**config.mk**
```make
export PLATFORM = sky130hd
export DESIGN_NAME = tiny_wb_cache
export DESIGN_NICKNAME = d
export VERILOG_FILES = /design/src/rtl/tiny_wb_cache_pkg.sv /design/src/rtl/tiny_wb_cache_dp.sv /design/src/rtl/tiny_wb_cache_ctl.sv /design/src/rtl/tiny_wb_cache.sv
export SDC_FILE = /design/constraint.sdc
export NUM_CORES = 1
export LEC_CHECK = 0
export BUFFER_PORTS_ARGS = -buffer_cell sky130_fd_sc_hd__buf_2
export CAP_MARGIN = 10
export CORE_MARGIN = 8
export CORE_UTILIZATION = 30
export CTS_BUF_LIST = sky130_fd_sc_hd__clkbuf_16
export DETAILED_ROUTE_END_ITERATION = 16
export GPL_TIMING_DRIVEN = 0
export PLACE_DENSITY = 0.58
export SLEW_MARGIN = 15
export SYNTH_ARGS = -nofsm -noshare
export SYNTH_HDL_FRONTEND = slang
export SYNTH_HIERARCHICAL = 1
export SYNTH_SLANG_ARGS = --single-unit
export TNS_END_PERCENT = 30
```
**constraint.sdc**
```tcl
create_clock -name clk -period 7.93 [get_ports clk]
set_clock_uncertainty 0.1 [all_clocks]
set_input_delay 1.586 -clock clk [delete_from_list [all_inputs] [get_ports clk]]
set_output_delay 1.586 -clock clk [all_outputs]
set_load 0.05 [all_outputs]
```
**src/rtl/tiny_wb_cache_pkg.sv**
```systemverilog
package tiny_wb_cache_pkg;
  typedef enum logic [1:0] {
    ST_IDLE  = 2'd0,
    ST_WBACK = 2'd1,
    ST_FILL  = 2'd2
  } cacheState_t;

  typedef struct packed {
    logic hitAcc;   // processor access completes on a hit
    logic fill;     // fill word arrives this cycle
    logic selWb;    // memory address points at the victim
  } ctlStrobe_t;
endpackage

```
**src/rtl/tiny_wb_cache_dp.sv**
```systemverilog
module tiny_wb_cache_dp
  import tiny_wb_cache_pkg::*;
#(
  parameter int ADDR_W = 7,
  parameter int DATA_W = 32,
  parameter int IDX_W  = 2,
  parameter int OFF_W  = 2
) (
  input  logic              clk,
  input  logic              rstN,
  input  ctlStrobe_t        strobe,
  input  logic              cpuWe,
  input  logic [ADDR_W-1:0] cpuAddr,
  input  logic [DATA_W-1:0] cpuWdata,
  input  logic [DATA_W-1:0] memRdata,
  output logic [DATA_W-1:0] cpuRdata,
  output logic [ADDR_W-1:0] memAddr,
  output logic [DATA_W-1:0] memWdata,
  output logic              hit,
  output logic              victimDirty
);
  localparam int TAG_W = ADDR_W - IDX_W - OFF_W;
  localparam int SETS  = 1 << IDX_W;
  localparam int WAYS  = 2;

  logic [DATA_W-1:0] dataArr [SETS][WAYS];
  logic [TAG_W-1:0]  tagArr  [SETS][WAYS];
  logic              validArr[SETS][WAYS];
  logic              dirtyArr[SETS][WAYS];
  logic              lruBit  [SETS];

  logic [IDX_W-1:0] setIdx;
  logic [TAG_W-1:0] reqTag;
  logic [WAYS-1:0]  wayHit;
  logic             hitWay;
  logic             victimWay;
  logic [DATA_W-1:0] hitData;

  assign setIdx = cpuAddr[OFF_W +: IDX_W];
  assign reqTag = cpuAddr[ADDR_W-1 -: TAG_W];

  for (genvar w = 0; w < WAYS; w++) begin : g_cmp
    assign wayHit[w] = validArr[setIdx][w] && (tagArr[setIdx][w] == reqTag);
  end

  assign hit     = |wayHit;
  assign hitWay  = wayHit[1];
  assign hitData = dataArr[setIdx][hitWay];

  always_comb begin
    if (!validArr[setIdx][0])      victimWay = 1'b0;
    else if (!validArr[setIdx][1]) victimWay = 1'b1;
    else                           victimWay = lruBit[setIdx];
  end

  assign victimDirty = validArr[setIdx][victimWay] && dirtyArr[setIdx][victimWay];
  assign memWdata    = dataArr[setIdx][victimWay];
  assign memAddr     = strobe.selWb
                     ? {tagArr[setIdx][victimWay], setIdx, {OFF_W{1'b0}}}
                     : {reqTag, setIdx, {OFF_W{1'b0}}};
  assign cpuRdata    = strobe.fill ? memRdata : hitData;

  always_ff @(posedge clk) begin
    if (!rstN) begin
      for (int s = 0; s < SETS; s++) begin
        lruBit[s] <= 1'b0;
        for (int w = 0; w < WAYS; w++) begin
          validArr[s][w] <= 1'b0;
          dirtyArr[s][w] <= 1'b0;
        end
      end
    end else if (strobe.fill) begin
      validArr[setIdx][victimWay] <= 1'b1;
      dirtyArr[setIdx][victimWay] <= cpuWe;
      tagArr[setIdx][victimWay]   <= reqTag;
      dataArr[setIdx][victimWay]  <= cpuWe ? cpuWdata : memRdata;
      lruBit[setIdx]              <= ~victimWay;
    end else if (strobe.hitAcc) begin
      lruBit[setIdx] <= ~hitWay;
      if (cpuWe) begin
        dataArr[setIdx][hitWay]  <= cpuWdata;
        dirtyArr[setIdx][hitWay] <= 1'b1;
      end
    end
  end
endmodule

```
**src/rtl/tiny_wb_cache_ctl.sv**
```systemverilog
module tiny_wb_cache_ctl
  import tiny_wb_cache_pkg::*;
(
  input  logic       clk,
  input  logic       rstN,
  input  logic       cpuReq,
  input  logic       hit,
  input  logic       victimDirty,
  input  logic       memAck,
  output ctlStrobe_t strobe,
  output logic       cpuReady,
  output logic       memReq,
  output logic       memWe
);
  cacheState_t state, nextState;

  always_comb begin
    nextState = state;
    case (state)
      ST_IDLE:  if (cpuReq && !hit) nextState = victimDirty ? ST_WBACK : ST_FILL;
      ST_WBACK: if (memAck) nextState = ST_FILL;
      ST_FILL:  if (memAck) nextState = ST_IDLE;
      default:  nextState = ST_IDLE;
    endcase
  end

  always_ff @(posedge clk) begin
    if (!rstN) state <= ST_IDLE;
    else       state <= nextState;
  end

  assign strobe.hitAcc = (state == ST_IDLE) && cpuReq && hit;
  assign strobe.fill   = (state == ST_FILL) && memAck;
  assign strobe.selWb  = (state == ST_WBACK);
  assign memReq        = (state != ST_IDLE);
  assign memWe         = (state == ST_WBACK);
  assign cpuReady      = strobe.hitAcc || strobe.fill;
endmodule

```
**src/rtl/tiny_wb_cache.sv**
```systemverilog
module tiny_wb_cache
  import tiny_wb_cache_pkg::*;
#(
  parameter int ADDR_W = 7,
  parameter int DATA_W = 32,
  parameter int IDX_W  = 2,
  parameter int OFF_W  = 2
) (
  input  logic              clk,
  input  logic              rstN,
  input  logic              cpuReq,
  input  logic              cpuWe,
  input  logic [ADDR_W-1:0] cpuAddr,
  input  logic [DATA_W-1:0] cpuWdata,
  output logic [DATA_W-1:0] cpuRdata,
  output logic              cpuReady,
  output logic              memReq,
  output logic              memWe,
  output logic [ADDR_W-1:0] memAddr,
  output logic [DATA_W-1:0] memWdata,
  input  logic [DATA_W-1:0] memRdata,
  input  logic              memAck
);
  ctlStrobe_t strobe;
  logic       hit;
  logic       victimDirty;

  tiny_wb_cache_ctl ctl_i (
    .clk(clk), .rstN(rstN), .cpuReq(cpuReq), .hit(hit),
    .victimDirty(victimDirty), .memAck(memAck), .strobe(strobe),
    .cpuReady(cpuReady), .memReq(memReq), .memWe(memWe)
  );

  tiny_wb_cache_dp #(
    .ADDR_W(ADDR_W), .DATA_W(DATA_W), .IDX_W(IDX_W), .OFF_W(OFF_W)
  ) dp_i (
    .clk(clk), .rstN(rstN), .strobe(strobe), .cpuWe(cpuWe),
    .cpuAddr(cpuAddr), .cpuWdata(cpuWdata), .memRdata(memRdata),
    .cpuRdata(cpuRdata), .memAddr(memAddr), .memWdata(memWdata),
    .hit(hit), .victimDirty(victimDirty)
  );
endmodule

```
==> results.sh <==
export IMPL_grt_pass1_wl_um=65300
export IMPL_rsz0062_at_grt="no"
export IMPL_leakage_uw=0.00642
export IMPL_overflow=0
export IMPL_core_area_um2=48400
export IMPL_synthCells=979
export IMPL_clk_path_buf_depth=3
export IMPL_cp_depth=8
export IMPL_min_from="dp_i/validArr[2][1]"
export IMPL_yosysWarnings=6
export IMPL_clock_sinks=302
export IMPL_min_period_ps=6150
export IMPL_place_gp_congestion=0.797
export IMPL_grt_max_degree=33
export IMPL_antenna_left=0
export IMPL_hold_buffers=0
export IMPL_drt_pass1_iter_count=5
export IMPL_antenna_found_initial=7
export IMPL_synth_edf_count=287
export IMPL_crit_chain="buf_2 > buf_2 > buf_2 > clkbuf_1 > mux4_2 > inv_1 > o21ai_0 > buf_2"
export IMPL_tightest_slew_ps=1170
export IMPL_multi_input_area_um2=5240
export IMPL_synth_top_area_share_pct=59.0
export IMPL_io_buffers=142
export IMPL_dp_hpwl_um=31500
export IMPL_fin_crit_sh_pct=77.6
export IMPL_die_h_um=237
export IMPL_wl_per_cell_um=24.2
export IMPL_fmax_mhz=162
export IMPL_hp_class="flip-flop to flip-flop"
export IMPL_powerDensity_nw_per_um2=224
export IMPL_cp_slowest_cell="clkbuf_1"
export IMPL_htree_levels=2
export IMPL_instances_no_fill=1818
export IMPL_critPathCaptureType="output port"
export IMPL_maxUsedRoutingLayer="met5"
export IMPL_cp_num_buf_inv=6
export IMPL_fillers=4644
export IMPL_rr_worst_depth=15
export IMPL_cts_resized=0
export IMPL_rrSetupSlack_ps=2720
export IMPL_critPathLaunchType="primary input"
export IMPL_ys_top_cells_by_count="287 x edfxtp_1, 111 x nand2_1, 73 x mux4_2"
export IMPL_slew_viol_final=0
export IMPL_ys_ff_latch=302
export IMPL_worstPathMaxFanout=10
export IMPL_irDropWorstVdd_uv=132
export IMPL_met3_length_um=3050
export IMPL_synthArstFlopShare_pct=0
export IMPL_die_w_um=237
export IMPL_cts_tree="done"
export IMPL_syn_area_per_cell_um2=14.9
export IMPL_hold_viol=0
export IMPL_area_delta_synth_final_pct=21.4
export IMPL_finalSetupViolations=0
export IMPL_hold_ws_ps=351
export IMPL_grt_pass1_vias=10100
export IMPL_postCtsSetupRepairBufs=0
export IMPL_clkTransAtPathRegs_ps=50
export IMPL_met1_length_um=18700
export IMPL_viasPerCell=5.32
export IMPL_drv_cap=0
export IMPL_regArea_um2=8920
export IMPL_numCtsBuffers=34
export IMPL_hold_depth=1
export IMPL_ys_flop_type="edfxtp_1"
export IMPL_critical_path_top_delay_family="buffers and inverters"
export IMPL_ys_types=60
export IMPL_via_count=9669
export IMPL_required_ps=6240
export IMPL_cpPeakStageDelay_ps=760
export IMPL_initial_core_util_pct=30.1
export IMPL_seq_area_frac_synth_pct=61.1
export IMPL_num_io_pins=150
export IMPL_global_route_usage_total_pct=15.3
export IMPL_clk_latency_ps=510
export IMPL_num_rows=81
export IMPL_synth_area_um2=14600
export IMPL_synth_area_top_cells="edfxtp_1 59%, mux4_2 11%, mux2_2 4.9%, nand2_1 2.9%, o211a_1 2.2%"
export IMPL_status="finished, final reports clean"
export IMPL_drt_iter0_drc=904
export IMPL_drive_gt1_share_pct=34.9
export IMPL_drt_total_wl_um=43900
export IMPL_maxSlewHeadroom_pct=22.0
export IMPL_timing_rr_start="dp_i/tagArr[3][2]"
export IMPL_clockRootBuffer="clkbuf_16"
export IMPL_arrival_ps=4470
export IMPL_yosysMostFrequentCell="edfxtp_1"
export IMPL_path_class="primary input to output port"
export IMPL_dp_cells=1757
export IMPL_die_area_um2=56000
export IMPL_hold_end="dp_i/validArr[2][1]"
export IMPL_r2r_end="dp_i/dataArr[3][39]"
export IMPL_drc=0
export IMPL_layout_nets=1247
export IMPL_wl_met2_um=20900
export IMPL_cp_common_cell="buf_2"
export IMPL_synth_area_leader_cell="edfxtp_1"
[worst register-to-register path, cell delays in order (launching register included)]
cell and delay (ps):
edfxtp_1 360, mux2i_1 240, xor2_1 720, and3_1 410
o21ai_1 160, buf_2 270, nand2_1 140, nand2_1 80
nor2_1 330, nand2_1 180, nor3_1 500, nand3_1 420
o22a_1 380, o21ai_4 230, buf_16 230, buf_16 170
[logic make-up after synthesis]
family	after synthesis	share of synthesized area, %
AOI/OAI and AO/OA	244	12.7
xor gates and xnor gates	8	0.763
buffers and inverters	117	3.62
DFF	302	61.1
muxes	147	17.1
other	1	0.0257
and+or+nand+nor	160	4.69
[cells in the final DEF, fill, tap and decap left out, types with 4 or more instances in the layout]
| master | instances |
|---|---|
| a21o_1 | 8 |
| mux2i_1 | 7 |
| o22ai_4 | 4 |
| o21ai_0 | 37 |
| buf_6 | 4 |
| mux2_2 | 64 |
| o211ai_1 | 16 |
| buf_4 | 6 |
| o211ai_2 | 20 |
| inv_1 | 41 |
| a21oi_1 | 38 |
| nor3_1 | 4 |
| nand2_1 | 110 |
| nand3_1 | 4 |
| buf_1 | 9 |
| o211a_1 | 32 |
| bufinv_16 | 8 |
| clkinv_2 | 5 |
| edfxtp_1 | 287 |
| dfxtp_1 | 15 |
| buf_16 | 12 |
| clkbuf_16 | 35 |
| o31ai_1 | 32 |
| a21boi_0 | 33 |
| o221ai_1 | 4 |
| buf_2 | 162 |
| clkbuf_1 | 41 |
| mux4_2 | 73 |
| nor2_1 | 23 |
[where the power goes]
group | internal, µW | switching [µW] | total, µW
combinational | 159 | 364 | 523
clock | 1060 | 620 | 1680
sequential | 1770 | 2.61 | 1770
[sequential cells by signal (all words and copies together) (netlist names)]
signal / count
dp_i/lruBit: 4
dp_i/dirtyArr: 8
dp_i/tagArr: 24
dp_i/validArr: 8
dp_i/dataArr: 256
ctl_i/state: 2
[metrics by stage]
| step | TNS, ps | instance area (µm²) | utilization, % | setup slack (ps) | power [µW] |
|---|---|---|---|---|---|
| after floorplan | 0 | 14600 | - | 1800 | 2160 |
| after global placement | -142150 | 16100 | 33.2 | -980 | 2310 |
| after detailed placement | 0 | 16500 | 34.1 | 1380 | 2330 |
| after CTS | 0 | 17700 | 36.6 | 1730 | 4010 |
| after global routing | 0 | 17700 | 36.6 | 1570 | 4100 |
| final | 0 | 17700 | 36.6 | 1780 | 3970 |
[layer usage]
layer | GRT usage [%] | up-vias
met5 | 0 | -
met4 | 5.49 | 6
met3 | 3.45 | 84
met2 | 24.9 | 372
met1 | 19.8 | 4969
li1 | - | 4238
[cell type report]
class,instances,area share (%)
Sequential cell,302,50.3
Multi-Input combinational cell,561,29.5
Timing Repair Buffer,155,5.99
Clock buffer,35,4.94
Tap cell,622,4.39
Buffer,81,2.22
Clock inverter,24,1.78
Inverter,36,0.763
Antenna cell,2,0.0282
[worst max-delay path by stage]
stage,slack [ps],startpoint,to
6_report,1780,cpuAddr[3],memWdata[22]
4_1_cts,1730,cpuAddr[3],memWdata[22]
2_1_floorplan,1800,cpuAddr[2],dp_i/dataArr[3][0]
3_3_place_gp,-980,cpuAddr[2],dp_i/dataArr[3][14]
3_5_place_dp,1380,cpuAddr[2],dp_i/dataArr[3][49]
5_1_grt,1570,cpuAddr[2],dp_i/dataArr[3][38]
Note: power is estimated with default switching activity, not from simulation.
